`src/rtl/lcd_tim_pkg.sv`:
```
package lcd_tim_pkg;

    localparam int RGB_W = 24;

    typedef logic [RGB_W-1:0] rgb_t;

    // Decoded scan position flags for one pixel
    typedef struct packed {
        logic act;
        logic hs_n;
        logic vs_n;
    } scan_t;

    localparam scan_t SCAN_IDLE = '{act: 1'b0, hs_n: 1'b1, vs_n: 1'b1};

endpackage

```
`src/rtl/lcd_clk_div.sv`:
```
module lcd_clk_div #(
    parameter int DIV = 16
) (
    input  logic clk,
    input  logic rst,
    output logic tick,
    output logic pclk
);

    localparam int CW = $clog2(DIV);
    localparam logic [CW-1:0] CNT_LAST = CW'(DIV - 1);
    localparam logic [CW-1:0] CNT_HALF = CW'(DIV / 2);

    typedef struct packed {
        logic [CW-1:0] cnt;
    } div_st_t;

    div_st_t div_d, div_q;

    always_comb begin
        div_d = div_q;
        if (rst) begin
            div_d.cnt = '0;
        end else if (div_q.cnt == CNT_LAST) begin
            div_d.cnt = '0;
        end else begin
            div_d.cnt = div_q.cnt + 1'b1;
        end
    end

    always_ff @(posedge clk) begin
        div_q <= div_d;
    end

    assign tick = (div_q.cnt == CNT_LAST);
    assign pclk = (div_q.cnt >= CNT_HALF);

endmodule

```
`src/rtl/lcd_scan_ctr.sv`:
```
module lcd_scan_ctr
    import lcd_tim_pkg::*;
#(
    parameter int H_SYNC = 20,
    parameter int H_BP   = 68,
    parameter int H_ACT  = 320,
    parameter int H_FP   = 20,
    parameter int V_SYNC = 10,
    parameter int V_BP   = 18,
    parameter int V_ACT  = 240,
    parameter int V_FP   = 4
) (
    input  logic  clk,
    input  logic  rst,
    input  logic  tick,
    output scan_t flags
);

    localparam int H_TOT = H_BP + H_ACT + H_FP;
    localparam int V_TOT = V_BP + V_ACT + V_FP;
    localparam int HW    = $clog2(H_TOT);
    localparam int VW    = $clog2(V_TOT);

    localparam logic [HW-1:0] H_LAST  = HW'(H_TOT - 1);
    localparam logic [VW-1:0] V_LAST  = VW'(V_TOT - 1);
    localparam logic [HW-1:0] H_SEND  = HW'(H_SYNC);
    localparam logic [VW-1:0] V_SEND  = VW'(V_SYNC);
    localparam logic [HW-1:0] H_AFST  = HW'(H_BP);
    localparam logic [HW-1:0] H_AEND  = HW'(H_BP + H_ACT);
    localparam logic [VW-1:0] V_AFST  = VW'(V_BP);
    localparam logic [VW-1:0] V_AEND  = VW'(V_BP + V_ACT);

    typedef struct packed {
        logic [HW-1:0] col;
        logic [VW-1:0] row;
    } pos_t;

    pos_t pos_d, pos_q;

    always_comb begin
        pos_d = pos_q;
        if (rst) begin
            pos_d.col = '0;
            pos_d.row = '0;
        end else if (tick) begin
            if (pos_q.col == H_LAST) begin
                pos_d.col = '0;
                pos_d.row = (pos_q.row == V_LAST) ? '0 : pos_q.row + 1'b1;
            end else begin
                pos_d.col = pos_q.col + 1'b1;
            end
        end
    end

    always_ff @(posedge clk) begin
        pos_q <= pos_d;
    end

    always_comb begin
        flags.act  = (pos_q.col >= H_AFST) && (pos_q.col < H_AEND) &&
                     (pos_q.row >= V_AFST) && (pos_q.row < V_AEND);
        flags.hs_n = !(pos_q.col < H_SEND);
        flags.vs_n = !(pos_q.row < V_SEND);
    end

endmodule

```
`src/rtl/lcd_fetch.sv`:
```
module lcd_fetch
    import lcd_tim_pkg::*;
#(
    parameter int H_ACT = 320,
    parameter int V_ACT = 240,
    parameter int AW    = $clog2(H_ACT * V_ACT)
) (
    input  logic          clk,
    input  logic          rst,
    input  logic          tick,
    input  scan_t         cur,
    output logic          mem_rd,
    output logic [AW-1:0] mem_addr,
    input  rgb_t          mem_data,
    output logic          hs_n,
    output logic          vs_n,
    output logic          de,
    output rgb_t          rgb
);

    localparam logic [AW-1:0] ADDR_LAST = AW'(H_ACT * V_ACT - 1);

    typedef struct packed {
        logic [AW-1:0] addr;
        scan_t         stage;
        scan_t         outf;
        rgb_t          pix;
    } fetch_st_t;

    fetch_st_t fs_d, fs_q;

    always_comb begin
        fs_d = fs_q;
        if (rst) begin
            fs_d.addr  = '0;
            fs_d.stage = SCAN_IDLE;
            fs_d.outf  = SCAN_IDLE;
            fs_d.pix   = '0;
        end else if (tick) begin
            if (cur.act) begin
                fs_d.addr = (fs_q.addr == ADDR_LAST) ? '0 : fs_q.addr + 1'b1;
            end
            fs_d.stage = cur;
            fs_d.outf  = fs_q.stage;
            fs_d.pix   = fs_q.stage.act ? mem_data : '0;
        end
    end

    always_ff @(posedge clk) begin
        fs_q <= fs_d;
    end

    assign mem_rd   = tick && cur.act;
    assign mem_addr = fs_q.addr;
    assign hs_n     = fs_q.outf.hs_n;
    assign vs_n     = fs_q.outf.vs_n;
    assign de       = fs_q.outf.act;
    assign rgb      = fs_q.pix;

endmodule

```
`src/rtl/lcd_tft_ctrl.sv`:
```
module lcd_tft_ctrl
    import lcd_tim_pkg::*;
#(
    parameter int DIV    = 16,
    parameter int H_SYNC = 20,
    parameter int H_BP   = 68,
    parameter int H_ACT  = 320,
    parameter int H_FP   = 20,
    parameter int V_SYNC = 10,
    parameter int V_BP   = 18,
    parameter int V_ACT  = 240,
    parameter int V_FP   = 4,
    localparam int AW    = $clog2(H_ACT * V_ACT)
) (
    input  logic          clk,
    input  logic          rst,
    output logic          mem_rd,
    output logic [AW-1:0] mem_addr,
    input  logic [23:0]   mem_data,
    output logic          lcd_pclk,
    output logic          lcd_hsync_n,
    output logic          lcd_vsync_n,
    output logic          lcd_de,
    output logic [23:0]   lcd_rgb
);

    logic  pix_tick;
    scan_t scan_now;

    lcd_clk_div #(
        .DIV (DIV)
    ) u_div (
        .clk  (clk),
        .rst  (rst),
        .tick (pix_tick),
        .pclk (lcd_pclk)
    );

    lcd_scan_ctr #(
        .H_SYNC (H_SYNC),
        .H_BP   (H_BP),
        .H_ACT  (H_ACT),
        .H_FP   (H_FP),
        .V_SYNC (V_SYNC),
        .V_BP   (V_BP),
        .V_ACT  (V_ACT),
        .V_FP   (V_FP)
    ) u_scan (
        .clk   (clk),
        .rst   (rst),
        .tick  (pix_tick),
        .flags (scan_now)
    );

    lcd_fetch #(
        .H_ACT (H_ACT),
        .V_ACT (V_ACT),
        .AW    (AW)
    ) u_fetch (
        .clk      (clk),
        .rst      (rst),
        .tick     (pix_tick),
        .cur      (scan_now),
        .mem_rd   (mem_rd),
        .mem_addr (mem_addr),
        .mem_data (mem_data),
        .hs_n     (lcd_hsync_n),
        .vs_n     (lcd_vsync_n),
        .de       (lcd_de),
        .rgb      (lcd_rgb)
    );

endmodule

```
`config.mk`:
```
export PLATFORM = sky130hd
export DESIGN_NAME = lcd_tft_ctrl
export DESIGN_NICKNAME = d
export VERILOG_FILES = /design/src/rtl/lcd_tim_pkg.sv /design/src/rtl/lcd_clk_div.sv /design/src/rtl/lcd_scan_ctr.sv /design/src/rtl/lcd_fetch.sv /design/src/rtl/lcd_tft_ctrl.sv
export SDC_FILE = /design/constraint.sdc
export NUM_CORES = 1
export LEC_CHECK = 0
export ABC_AREA = 1
export BUFFER_PORTS_ARGS = -buffer_cell sky130_fd_sc_hd__buf_4
export CORE_MARGIN = 1.5
export CORE_UTILIZATION = 55
export DETAILED_ROUTE_END_ITERATION = 6
export PLACE_DENSITY = 0.81
export SLEW_MARGIN = 20
export SYNTH_ARGS = -nofsm -noshare
export SYNTH_HDL_FRONTEND = slang
export SYNTH_HIERARCHICAL = 1
export SYNTH_SLANG_ARGS = --single-unit
```
`constraint.sdc`:
```
create_clock -name clk -period 2.1 [get_ports clk]
set_clock_uncertainty 0.05 [all_clocks]
set_input_delay 0.42 -clock clk [delete_from_list [all_inputs] [get_ports clk]]
set_output_delay 0.42 -clock clk [all_outputs]
set_load 0.05 [all_outputs]
```
* Word-level counts from Yosys, hierarchy flattened
Index checks and enable logic that the tools add are counted.
** Word-level totals
- Register bits :: 69
** Cells by class
- $add $sub $neg :: 4
- Magnitude comparators :: 7
- Equal/unequal tests :: 4
- Multiplexer cells :: 4
- Reduce and logical (&&, ||, !) cells :: 9
** Operators by type and width (number)
- 24-bit 2-to-1 mux :: 1
- 9-bit by 1-bit adder with 9-bit output (second input constant) :: 2
- 9-bit equality test (second input constant) :: 2
- 9-bit < comparator (second input constant) :: 2
- 9-bit 2-to-1 mux :: 2
- 17-bit by 1-bit adder with 17-bit output (second input constant) :: 1
- 17-bit equality test (second input constant) :: 1
- 17-bit 2-to-1 mux :: 1
- 9-bit by 5-bit greater-or-equal comparator with 1-bit output (second input constant) :: 1
- 9-bit by 7-bit greater-or-equal comparator with 1-bit output (second input constant) :: 1
- 9-bit by 4-bit < comparator with 1-bit output (second input constant) :: 1
- 9-bit by 5-bit < comparator with 1-bit output (second input constant) :: 1
- 4-bit by 1-bit adder with 4-bit output (second input constant) :: 1
- 4-bit equality test (second input constant) :: 1
- 4-bit greater-or-equal comparator (second input constant) :: 1
- 1-bit logical AND :: 4
- 2-bit AND reduction :: 2
- 1-bit zero test :: 2
- 2-bit OR reduction :: 1

* Logic depth before layout (Yosys ltp)
- Depth after elaboration :: 5
- Depth in mapped cells :: 16

* By module
The synthesis kept the hierarchy.
** By module, submodules not included
- lcd_fetch :: times used 1, cells each 327, area an instance 2322.2 µm²
- lcd_scan_ctr :: times used 1, cells each 189, area an instance 1206.2 µm²
- lcd_clk_div :: times used 1, cells each 23, area an instance 186.4 µm²

* Worst setup path before layout
OpenSTA, ideal clock, no wires.
- Path kind :: flip-flop to flip-flop
- Start point :: register u_scan/pos_q[2] in the netlist's numbering
- End point :: register u_fetch.fs_q, in the netlist u_fetch/mem_addr[10]
- Arrival time :: 1.840 ns
- Required time :: 1.933 ns
- Setup slack :: 0.093 ns
- Cell stages (with the launch flop) :: 14
- Path buffers :: 1
- Cell sequence :: dfxtp_1 buf_2 nor2_1 nand2_1 o21ai_0 nand3_1 nor2_1 nand2_4 inv_2 nand2_1 nor2_1 nand3_1 nand2_2 nor2_1
** RTL lines
- from (decl) :: line lcd_scan_ctr.sv:38 : pos_t pos_d, pos_q;
- from (signal assigned) :: line lcd_scan_ctr.sv:56 : pos_q <= pos_d;
- to (signal assigned) :: line lcd_fetch.sv:50 : fs_q <= fs_d;
- to (decl) :: line lcd_fetch.sv:30 : fetch_st_t fs_d, fs_q;

==> results.md <==
- Dpl cells: ~640
- First DRT Iteration DRCs: 244
- FF-to-FF Start: u_scan/pos_q[6]
- Vias in the first global route: around 3200
- Clk sinks: between 60 and 70
- HPWL Detailed: 5820 um
- Critical Path Start Type: register
- Synth Register Bits: just under 70
- Final WS setup: 0.0196 ns
- DIE AREA: slightly above 7000 sq um
- Setup_tns: 0 ns
- Worst Setup Path Type: reg -> out
- Total number of vias: 3480
- Later-pin clock latency in the skew report: 0.34 ns
- CTS tree: done
- Detail Route Antenna Nets: 0
- Post-layout nets: roughly 610
- GP Congestion: 0.891
- Synth Area in XOR/XNOR: 0.0236
- H-tree depth: 3
- Post-synthesis mux area share: 0.00269
- Worst reg2reg setup slack: 0.11 ns
- Avg Inst Size Synth: approximately 6.9 sq um
- Layout cells sized above 1: 0.265
- DR DRC count: 7
- Initial antenna violation count: 0
- Max-cap viol count: 0
- Hold depth: 3
- Place WS: ~0.063 ns
- Grt total ovfl: 0
- First-pass DRT Iterations: 7
- Most frequent cells in the layout: nand2_1 (135), buf_4 (84), nor2_1 (64)
- CP Data Required Time: 1.63 ns
- CTS Buffer Depth: 2
- FMAX: approximately 480 MHz
- Pin count of the biggest net entering global routing: 31
- Cell count after synthesis: 539
- PortBufs: 71
- Final Total Pwr: roughly 2.4 mW
- DIE WIDTH: ~85 um
- Status: complete, but fails checks
- Global-route wire length before repair: 14000 um
- Ports: slightly above 70
- Fin crit period: about 2.1 ns
- Final worst-path cycle share: 0.991
- RR Endpoint: u_fetch/mem_addr[14]
- Worst Hold Launch: mem_data[7]
- Worst-path clk slew: 0.08 ns
- Failing checks: DRC
- Commonest non-fill, non-tap cell in the layout: nand2_1
- Cts bufs inserted: 9
- Worst EP arrival: between 1.5 and 2 ns
- CTS Root Cell: clkbuf_8
- Final non-filler cell total: approximately 660
- Number of distinct library cells after synthesis: 31
- # setup viols final: 0
- Worst slew pin tran: just under 0.4 ns
- GR Util All Layers: 0.241
- Cell Area, Synth: between 3000 and 4000 sq um
- Pwr dens: between 500 and 600 nW/um^2
- WL/cell: 12.9 um
- Core area: between 6000 and 7000 sq um
- Synth Area in Adders: 0.0269
- Layout area overhead: 19.0%
- Leak: 1.86 nW
- Compound-cell area share of the yosys netlist: 0.0674
- Mapped Nets: approximately 570
- Hold Path Sink: u_fetch/rgb[7]
- Final hold violations: 0
- Reg2Reg Depth: 13
- Row cnt: 29
- Wirelength, routed: roughly 8500 um
- Routed vias/inst: approximately 5.3
- CP Capture Type: output pin
- Peak supply drop: 0.290 mV
- Syn. warnings: 6
- Critical path fanouts, max: 4
- Slew headroom: 0.738
- Layout fillers: ~530
- Post-Synth Simple-Gate Area: 0.359
- Combinational family with the most area after synthesis: simple AND/OR/NAND/NOR gates
- Initial Util: 0.578
- Ant. Diodes: 0
- RSZ-0062 raised after global routing: true
- Chip Height: around 85 um
- Hold Path Class: in -> reg
- Post-synthesis sequential area ratio: 0.372
- Fin. max-slew vios: 0
-- worst max-delay path by stage --
stage	from	end	cells after the start	slack, ns
after global routing	u_scan/pos_q[6]	mem_rd	8	-0.06
after global placement	u_scan/pos_q[1]	u_fetch/mem_addr[10]	12	0.14
after detailed placement	u_scan/pos_q[1]	u_fetch/mem_addr[9]	12	0.06
final	u_scan/pos_q[6]	mem_rd	8	0.02
after CTS	u_scan/pos_q[3]	mem_rd	8	0.007
after floorplan	u_scan/pos_q[2]	u_fetch/mem_addr[10]	13	0.09
-- power breakdown --
| group | leakage (nW) | internal, mW | switching (mW) |
|---|---|---|---|
| Combinational | 1.19 | 0.0387 | 0.0378 |
| Sequential | 0.563 | 1.31 | 0.00507 |
| Clock | 0.0987 | 0.541 | 0.511 |
-- Yosys cell counts --
cell type,count,share of area
o21bai_1,2,0.0040
nor3_1,5,0.0067
nor2_4,4,0.012
buf_4,42,0.085
o21bai_2,1,0.0030
dfxtp_1,69,0.37
nor3b_1,4,0.0081
nor2_2,3,0.0051
nand3_1,54,0.073
inv_1,42,0.042
nand3_4,1,0.0047
buf_2,4,0.0054
and2_1,1,0.0017
nor2_1,71,0.072
o22ai_1,1,0.0017
nor3_2,2,0.0054
o211ai_1,1,0.0020
nand2_4,2,0.0061
xor2_1,8,0.019
o21ai_0,6,0.0081
nand3b_1,1,0.0020
nand4_1,8,0.013
a21oi_1,32,0.043
o21ai_1,4,0.0054
nand2_1,139,0.14
nand2_2,5,0.0084
inv_2,5,0.0051
xnor2_1,2,0.0047
ha_1,8,0.027
clkbuf_1,11,0.011
mux2i_1,1,0.0027
-- per-stage QoR --
step           utilization  hold slack, ns  instance area, sq um
3_3_place_gp         0.628           0.396                  4040
6_report             0.688           0.298                  4420
3_5_place_dp         0.628           0.404                  4040
4_1_cts              0.670           0.285                  4300
2_1_floorplan            -           0.379                  3710
5_1_grt              0.688           0.293                  4420
-- repair_timing --
action | 4_1_cts | 5_1_grt
pin swaps | 4 | 6
endpoints found under the setup margin | 4 | 9
hold endpoints to repair | 0 | 0
gates resized for setup | 19 | 26
hold buffers | 0 | 0
setup buffers | 4 | 4
-- state kept, by name, indices dropped and copies added, names as in the netlist --
name and cells:
u_fetch/de 1, u_fetch/hs_n 1, u_fetch/vs_n 1, u_fetch/mem_addr 17
u_fetch/rgb 24, u_div/div_q 4, u_fetch/fs_q 3, u_scan/pos_q 18
-- critical path: stages (launching register included) --
cell and delay, ns:
dfxtp_4 0.37, nor2_2 0.13, nand2_2 0.09, o21ai_2 0.14, nand3_2 0.12, nor2_4 0.15, nand2_4 0.07, inv_4 0.07
buf_8 0.14
-- area by class of cell --
cell class,count,area [sq um],area share
multi-input cells,366,1880,0.426
clock buffers,9,124,0.0280
clock inverters,7,66.3,0.0150
inverters,47,179,0.0405
flip-flops and latches,69,1410,0.318
repair buffers,86,666,0.151
well taps,77,96.3,0.0218
-- kinds of logic after synthesis --
family / after synthesis
simple gates: 300
fa+ha+maj: 8
flops: 69
compound gates: 47
mux: 1
xor+xnor: 10
buf+inv: 104
-- metal layers --
layer  global-route usage  part of all wire  up-vias
met2                0.408              0.50      128
met3               0.0574             0.060       17
li1                     -                 -     1751
met1                0.286              0.42     1584
met4                0.115             0.019        0
met5                    0                 0        -
(Power assumes the default switching activity.)
